===== config.mk =====
export PLATFORM = sky130hd
export DESIGN_NAME = sstk_perm_unit
export DESIGN_NICKNAME = d
export VERILOG_FILES = /design/src/rtl/sstk_perm_pkg.sv /design/src/rtl/sstk_enc_classify.sv /design/src/rtl/sstk_access_judge.sv /design/src/rtl/sstk_result_stage.sv /design/src/rtl/sstk_perm_unit.sv
export SDC_FILE = /design/constraint.sdc
export NUM_CORES = 1
export LEC_CHECK = 0
export BUFFER_PORTS_ARGS = -buffer_cell sky130_fd_sc_hd__buf_2
export CAP_MARGIN = 10
export CORE_AREA = 2 2 39 41
export CTS_CLUSTER_SIZE = 10
export DETAILED_ROUTE_END_ITERATION = 10
export DIE_AREA = 0 0 41 43
export PLACE_DENSITY = 0.88
export SETUP_SLACK_MARGIN = 0.2
export SLEW_MARGIN = 10
export SYNTH_ARGS = -nofsm -noshare
export SYNTH_HDL_FRONTEND = slang
export SYNTH_SLANG_ARGS = --single-unit

===== constraint.sdc =====
create_clock -name clk -period 2 [get_ports clk]
set_input_delay 0.1 -clock clk [delete_from_list [all_inputs] [get_ports clk]]
set_output_delay 0.1 -clock clk [all_outputs]
set_load 0.03 [all_outputs]

===== src/rtl/sstk_perm_pkg.sv =====
package sstk_perm_pkg;

  typedef enum logic [1:0] {
    ACC_FETCH = 2'b00,
    ACC_LOAD  = 2'b01,
    ACC_STORE = 2'b10,
    ACC_ALT   = 2'b11
  } acc_e;

  typedef enum logic [1:0] {
    ENC_PLAIN,
    ENC_SS_PAGE,
    ENC_RESERVED,
    ENC_SS_TO_RO
  } enc_class_e;

  localparam int RIGHTS_W = 3;
  localparam int FAULT_W  = 3;
  localparam int ACC_W    = 2;

  localparam logic [FAULT_W-1:0] FLT_NONE   = 3'b001;
  localparam logic [FAULT_W-1:0] FLT_PAGE   = 3'b010;
  localparam logic [FAULT_W-1:0] FLT_ACCESS = 3'b100;

  localparam logic [RIGHTS_W-1:0] RW_R_ONLY  = 3'b100;
  localparam logic [RIGHTS_W-1:0] RW_W_ONLY  = 3'b010;
  localparam logic [RIGHTS_W-1:0] RW_WX      = 3'b011;
  localparam logic [RIGHTS_W-1:0] RW_RW      = 3'b110;
  localparam logic [RIGHTS_W-1:0] RW_NONE    = 3'b000;

  // Access kind actually judged: shadow-stack work always counts as a store.
  function automatic acc_e judged_kind(input acc_e nominal, input logic ss_acc);
    if (ss_acc || nominal == ACC_ALT) return ACC_STORE;
    return nominal;
  endfunction

  // Right bit that a judged access kind needs, in {R,W,X} order.
  function automatic logic [RIGHTS_W-1:0] needed_right(input acc_e kind);
    case (kind)
      ACC_FETCH: return 3'b001;
      ACC_LOAD:  return 3'b100;
      default:   return 3'b010;
    endcase
  endfunction

  // Fault class for a refused access, chosen by the page class.
  function automatic logic [FAULT_W-1:0] refusal_fault(input enc_class_e cls);
    return (cls == ENC_SS_PAGE) ? FLT_ACCESS : FLT_PAGE;
  endfunction

endpackage


===== src/rtl/sstk_enc_classify.sv =====
module sstk_enc_classify
  import sstk_perm_pkg::*;
(
  input  logic [RIGHTS_W-1:0] rwx,
  input  logic                ss_acc,
  input  logic                first_stage,
  input  logic                ss_en,
  output enc_class_e          enc_class,
  output logic [RIGHTS_W-1:0] rights
);

  logic ss_mode_on;
  assign ss_mode_on = ss_en && first_stage;

  always_comb begin
    enc_class = ENC_PLAIN;
    rights    = rwx;
    unique case (rwx)
      RW_WX: begin
        enc_class = ENC_RESERVED;
        rights    = RW_NONE;
      end
      RW_W_ONLY: begin
        if (ss_mode_on) begin
          enc_class = ENC_SS_PAGE;
          rights    = ss_acc ? RW_RW : RW_R_ONLY;
        end else begin
          enc_class = ENC_RESERVED;
          rights    = RW_NONE;
        end
      end
      RW_R_ONLY: begin
        if (ss_acc) enc_class = ENC_SS_TO_RO;
      end
      default: ;
    endcase
  end

endmodule


===== src/rtl/sstk_access_judge.sv =====
module sstk_access_judge
  import sstk_perm_pkg::*;
(
  input  enc_class_e          enc_class,
  input  logic [RIGHTS_W-1:0] rights,
  input  acc_e                nominal,
  input  logic                ss_acc,
  output acc_e                eff_kind,
  output logic                grant,
  output logic [FAULT_W-1:0]  fault
);

  logic right_held;

  always_comb begin
    eff_kind   = judged_kind(nominal, ss_acc);
    right_held = |(rights & needed_right(eff_kind));
    grant      = 1'b0;
    fault      = FLT_PAGE;
    case (enc_class)
      ENC_RESERVED, ENC_SS_TO_RO: begin
        grant = 1'b0;
        fault = FLT_PAGE;
      end
      default: begin
        grant = right_held;
        fault = right_held ? FLT_NONE : refusal_fault(enc_class);
      end
    endcase
  end

endmodule


===== src/rtl/sstk_result_stage.sv =====
module sstk_result_stage
  import sstk_perm_pkg::*;
#(
  parameter int TAG_W = 4
) (
  input  logic                clk,
  input  logic                rst_n,
  input  logic                take,
  input  logic                drain,
  input  logic [RIGHTS_W-1:0] d_rights,
  input  logic                d_ss_page,
  input  logic [FAULT_W-1:0]  d_fault,
  input  logic                d_grant,
  input  logic [TAG_W-1:0]    d_tag,
  output logic                q_valid,
  output logic [RIGHTS_W-1:0] q_rights,
  output logic                q_ss_page,
  output logic [FAULT_W-1:0]  q_fault,
  output logic                q_grant,
  output logic [TAG_W-1:0]    q_tag
);

  always_ff @(posedge clk) begin
    if (!rst_n) begin
      q_valid   <= 1'b0;
      q_rights  <= '0;
      q_ss_page <= 1'b0;
      q_fault   <= FLT_NONE;
      q_grant   <= 1'b0;
      q_tag     <= '0;
    end else if (take) begin
      q_valid   <= 1'b1;
      q_rights  <= d_rights;
      q_ss_page <= d_ss_page;
      q_fault   <= d_fault;
      q_grant   <= d_grant;
      q_tag     <= d_tag;
    end else if (drain) begin
      q_valid   <= 1'b0;
    end
  end

endmodule


===== src/rtl/sstk_perm_unit.sv =====
module sstk_perm_unit
  import sstk_perm_pkg::*;
#(
  parameter int TAG_W = 4
) (
  input  logic                clk,
  input  logic                rst_n,
  input  logic                in_valid,
  output logic                in_ready,
  input  logic [2:0]          in_pte_rwx,
  input  logic [1:0]          in_acc,
  input  logic                in_ss_acc,
  input  logic                in_first_stage,
  input  logic                in_ss_en,
  input  logic [TAG_W-1:0]    in_tag,
  output logic                out_valid,
  input  logic                out_ready,
  output logic [2:0]          out_rights,
  output logic                out_ss_page,
  output logic [2:0]          out_fault,
  output logic                out_grant,
  output logic [TAG_W-1:0]    out_tag
);

  // Named internal events, visible to the bound checker.
  enc_class_e          w_class;
  logic [RIGHTS_W-1:0] w_rights;
  acc_e                w_eff_kind;
  logic                w_grant;
  logic [FAULT_W-1:0]  w_fault;
  logic                w_take;
  logic                w_drain;

  assign w_drain  = out_valid && out_ready;
  assign in_ready = !out_valid || out_ready;
  assign w_take   = in_valid && in_ready;

  sstk_enc_classify u_classify (
    .rwx         (in_pte_rwx),
    .ss_acc      (in_ss_acc),
    .first_stage (in_first_stage),
    .ss_en       (in_ss_en),
    .enc_class   (w_class),
    .rights      (w_rights)
  );

  sstk_access_judge u_judge (
    .enc_class (w_class),
    .rights    (w_rights),
    .nominal   (acc_e'(in_acc)),
    .ss_acc    (in_ss_acc),
    .eff_kind  (w_eff_kind),
    .grant     (w_grant),
    .fault     (w_fault)
  );

  sstk_result_stage #(.TAG_W(TAG_W)) u_stage (
    .clk       (clk),
    .rst_n     (rst_n),
    .take      (w_take),
    .drain     (w_drain),
    .d_rights  (w_rights),
    .d_ss_page (w_class == ENC_SS_PAGE),
    .d_fault   (w_fault),
    .d_grant   (w_grant),
    .d_tag     (in_tag),
    .q_valid   (out_valid),
    .q_rights  (out_rights),
    .q_ss_page (out_ss_page),
    .q_fault   (out_fault),
    .q_grant   (out_grant),
    .q_tag     (out_tag)
  );

endmodule


Word-level counts from Yosys, hierarchy flattened
Cells that the tools add are included.
{"block": "classes", "eq_ne": 8, "mux": 16, "n_bitwise": 1, "n_reduce_logical": 10}
{"cell": "2-to-1 mux 3 bit", "n": 4}
{"cell": "case mux 3 bit (2 select lines)", "n": 2}
{"cell": "2-to-1 mux 2 bit", "n": 5}
{"cell": "equality test 2 bit, second input constant", "n": 3}
{"cell": "equality test 3 x 2 -> 1 bit, second input constant", "n": 2}
{"cell": "case mux 2 bit (3 select lines)", "n": 1}
{"cell": "equality test 2 x 1 -> 1 bit, second input constant", "n": 2}
{"cell": "2-to-1 mux 1 bit", "n": 4}
{"cell": "bitwise AND 3 bit", "n": 1}
{"cell": "equality test 3 bit, second input constant", "n": 1}
{"cell": "logical AND 1 bit", "n": 3}
{"cell": "OR reduction 3 bit", "n": 1}
{"cell": "logical NOT 2 bit", "n": 1}
{"cell": "logical OR 1 bit", "n": 2}
{"cell": "nonzero test 2 bit", "n": 1}
{"cell": "OR reduction 2 bit", "n": 1}
{"cell": "logical NOT 1 bit", "n": 1}
{"block": "totals", "reg_bits": 13, "in_bits": 16, "output_inout_bits": 14, "word_cells": 41}

Longest topological paths before layout
{"block": "depth", "ltp_word": 10, "ltp_mapped": 5, "mapped_depth_nobuf": 4}

By module
From an unflattened synthesis, not the netlist that was laid out.
{"block": "unflattened", "cells_unflattened": 71, "area_unflattened_um2": 728.2}
{"mod": "sstk_result_stage", "n_inst": 1, "cells_per_inst": 42, "area_per_inst_um2": 501.7, "seq_area_each_um2": 260.2}
{"mod": "sstk_access_judge", "n_inst": 1, "cells_per_inst": 13, "area_per_inst_um2": 97.6, "seq_area_each_um2": 0.0}
{"mod": "sstk_enc_classify", "n_inst": 1, "cells_per_inst": 12, "area_per_inst_um2": 92.6, "seq_area_each_um2": 0.0}
{"mod": "sstk_perm_unit", "n_inst": 1, "cells_per_inst": 4, "area_per_inst_um2": 36.3, "seq_area_each_um2": 0.0}

Worst setup path after synthesis
Ideal clock, no wire load.
{"block": "synth_timing", "path_kind": "reg-to-reg", "from": "register u_stage.q_valid", "to": "register u_stage.q_fault[1]", "setup_ps": 135, "arrival_time_ps": 1427, "t_required_ps": 1865, "path_slack_ps": 438, "path_stages_with_launch": 6, "synth_period_minus_slack_ps": 1562, "path_cell_list": "dfxtp_1 > nand2b_1 > and2_1 > clkbuf_1 > o211ai_1 > a21oi_1"}
{"block": "synth_between", "elab_chain_cells": 3}
{"item": "start: declaration", "line": "sstk_result_stage.sv:15", "rtl": "output logic q_valid,"}
{"item": "start signal: assignment", "line": "sstk_result_stage.sv:25", "rtl": "q_valid <= 1'b0;"}
{"item": "start signal: assignment", "line": "sstk_result_stage.sv:32", "rtl": "q_valid <= 1'b1;"}
{"item": "start signal: assignment", "line": "sstk_result_stage.sv:39", "rtl": "q_valid <= 1'b0;"}
{"item": "logical NOT 1 bit", "line": "sstk_perm_unit.sv:35", "rtl": "assign in_ready = !out_valid || out_ready;"}
{"item": "logical OR 1 bit", "line": "sstk_perm_unit.sv:35"}
{"item": "net in_ready", "line": "sstk_perm_unit.sv:9", "rtl": "output logic in_ready,"}
{"item": "logical AND 1 bit", "line": "sstk_perm_unit.sv:36", "rtl": "assign w_take = in_valid && in_ready;"}
{"item": "end signal: assignment", "line": "sstk_result_stage.sv:35", "rtl": "q_fault <= d_fault;"}
{"item": "end: declaration", "line": "sstk_result_stage.sv:18", "rtl": "output logic [FAULT_W-1:0] q_fault,"}
The timed path passes the listed nets, and every way through them passes these cells.
A chain may end at the register's enable or synchronous reset.

Worst setup path after layout
{"block": "layout_timing", "from": "register u_stage.q_valid", "to": "register u_stage.q_fault[2]"}
{"block": "layout_between", "elab_chain_cells": 3}
{"item": "logical NOT 1 bit", "line": "sstk_perm_unit.sv:35"}
{"item": "logical OR 1 bit", "line": "sstk_perm_unit.sv:35"}
{"item": "logical AND 1 bit", "line": "sstk_perm_unit.sv:36"}
Every way passes these cells.

==> run summary <==
Pleak -> 0.349 nW
Arrival time worst endpoint -> 1.65 ns
Routed len/inst -> 12.3 um
R2R Setup Slk -> 0.49 ns
Vias/cell -> 5.40
Die W -> 41 um
Synth warnings -> 0
Most common cell after layout, fill and taps aside -> buf_2
Worst Min Path Start -> in_tag[1]
Die height -> 43 um
FF-to-FF End -> u_stage.q_fault[2]
Met2 Usage GRT -> 0.281
Sequential cell area fraction in the yosys report -> 0.467
GRT Residual Overflow -> 0
Max Transition Viols Final -> 0
DP Worst Slack -> 0.504 ns
Die ar. -> 1760 um^2
Setup repair bufs after CTS -> 0
Cell variety after synth -> 25
Layout cells sized above 1 -> 0.400
Site Rows -> 14
Met3 usage -> 0.0838
Max FO, Critical Path -> 11
Drc violations -> 0
TNS Setup -> 0 ns
CTS tree -> yes
DR iter-0 viols -> 17
Largest net degree at the start of global routing -> 12
Final ANT Viol Nets -> 0
Crit path to -> u_stage.q_fault[2]
CTS Buf Count -> 3
HPWL Detailed -> 1040 um
Kind of end point of the critical path -> flop
Post-cts sizing count -> 0
Final Wtd Congestion -> 0.782
Synth Register Bits -> 13
Clock sinks -> 13
Worst R2R Start -> u_stage.q_valid
Setup violations, final -> 0
Final hold vios -> 0
Required @ worst endpoint -> 2.14 ns
Worst Setup SP -> u_stage.q_valid
DRT Pass-1 Iters -> 4
Clock root cell -> clkbuf_4
Mapped Area -> 557 um^2
Initial antenna violation count -> 0
CP Launch Type -> flop
Vias -> 599
CTS H-tree depth -> 1
Outcome -> finished, final reports clean
FF-to-FF path depth -> 4
RSZ-0062 raised after global routing -> no
Slew @ Worst Pin -> 0.418 ns
Mean Syn Cell Area -> 8.70 um^2
Skew final -> 0.00176 ns
Hold WC Path Type -> in -> reg
Final net count -> 112
Vias in the first global route -> 574
Grt peak-use layer -> met2
Most frequent cells in the layout -> buf_2, nand2_1, dfxtp_1, a21oi_1
GRT Util Overall -> 0.189
Max Cap Viol -> 0
GR Util met1 -> 0.203
PnR worst setup slack -> 0.491 ns
Cells after Synth -> 64
I/O Buffers -> 29
Normalized max-slew margin -> 0.719
# IOs -> 30
Syn-to-layout area delta -> 32.8%
Initial Util -> 0.402
Core area -> 1380 um^2
Clk_lat worst skew -> 0.28 ns
Clock-pin slew on the worst setup and hold paths -> 0.08 ns
First-pass GRT wire length -> 2210 um
Peak VDD IR -> 0.354 mV
Worst Setup Path Type -> reg -> reg
Number of cells on the worst hold path -> 3
Syn Nets -> 80
Max Root-Sink Buffers -> 2
P per Cell Area -> 758 nW/um^2
WL final -> 1370 um
Post-route clock period utilization -> 0.754
Post-CTS Hold Fix Bufs -> 0
ANT cells -> 0
Final min period -> 1.51 ns
Fmax -> 0.663 GHz
## cells in the mapped netlist (all sizes together)
master,number,area share
a221o,1,0.018
inv,1,0.0067
clkbuf,1,0.0067
and3b,1,0.018
buf,1,0.0090
a31o,1,0.016
a21oi,13,0.13
or2,1,0.011
and4bb,1,0.022
nand2,13,0.088
and2,1,0.011
o32ai,1,0.029
and3,1,0.011
nor3,1,0.0090
a221oi,1,0.016
nand2b,3,0.034
clkinv,1,0.0067
nand4bb,1,0.020
o211ai,1,0.013
nand3,2,0.018
o21ai,1,0.0090
a2bb2oi,1,0.016
nor2,2,0.013
dfxtp,13,0.47
## final cells by class
class | count | area [um^2]
fill | 135 | 644
multi-input combinational | 47 | 280
sequential | 13 | 260
timing repair buffer | 29 | 145
clock buffer | 4 | 26.3
tap | 16 | 20.0
inverter | 2 | 7.51
## worst max-delay path, stage by stage, from the launching register on
cell and delay [ns]:
dfxtp_1 0.31, nand2b_1 0.17, nand2_1 0.27, nor3_1 0.46
a221oi_1 0.17
## state kept, by name (all words and copies together), names as in the netlist
signal,cells
u_stage.q_rights,3
u_stage.q_grant,1
u_stage.q_valid,1
u_stage.q_tag,4
u_stage.q_ss_page,1
u_stage.q_fault,3
## logic make-up (layout without fill, tap and decap cells)
logic type	Yosys count	in the layout	synth area share
AOI/OAI and AO/OA	20	20	0.247
and+or+nand+nor	27	27	0.256
buffers and inverters	4	35	0.0292
DFF	13	13	0.467
## power breakdown
part	switching [mW]	internal, mW	total [mW]	leakage [nW]
sequential	0.00640	0.273	0.280	0.107
combinational	0.0751	0.0411	0.116	0.227
clock	0.0876	0.0774	0.165	0.0150
total	0.169	0.392	0.561	0.349
## routing by layer
layer  share of wire  vias up
met5               0        -
met3           0.096        8
met4           0.034        0
met2            0.50       34
li1                -      293
met1            0.37      264
## metrics by stage
step | utilization | total power [mW] | hold WS (ns) | instances | cell area (um^2)
4_1_cts | 0.534 | 0.565 | 0.0533 | 111 | 739
3_3_place_gp | 0.515 | 0.398 | 0.343 | 107 | 713
5_1_grt | 0.534 | 0.591 | 0.0509 | 111 | 739
3_5_place_dp | 0.515 | 0.402 | 0.350 | 107 | 713
2_1_floorplan | - | 0.360 | 0.234 | 64 | 557
6_report | 0.534 | 0.561 | 0.0515 | 111 | 739
## worst min-delay path by stage
stage,to,slack [ns]
global route,u_stage.q_tag[1],0.05
detailed placement,u_stage.q_tag[1],0.35
floorplan,u_stage.q_grant,0.23
CTS,u_stage.q_tag[1],0.05
global placement,u_stage.q_tag[1],0.34
finish,u_stage.q_tag[1],0.05
Note: power is estimated with default switching activity, not from simulation.
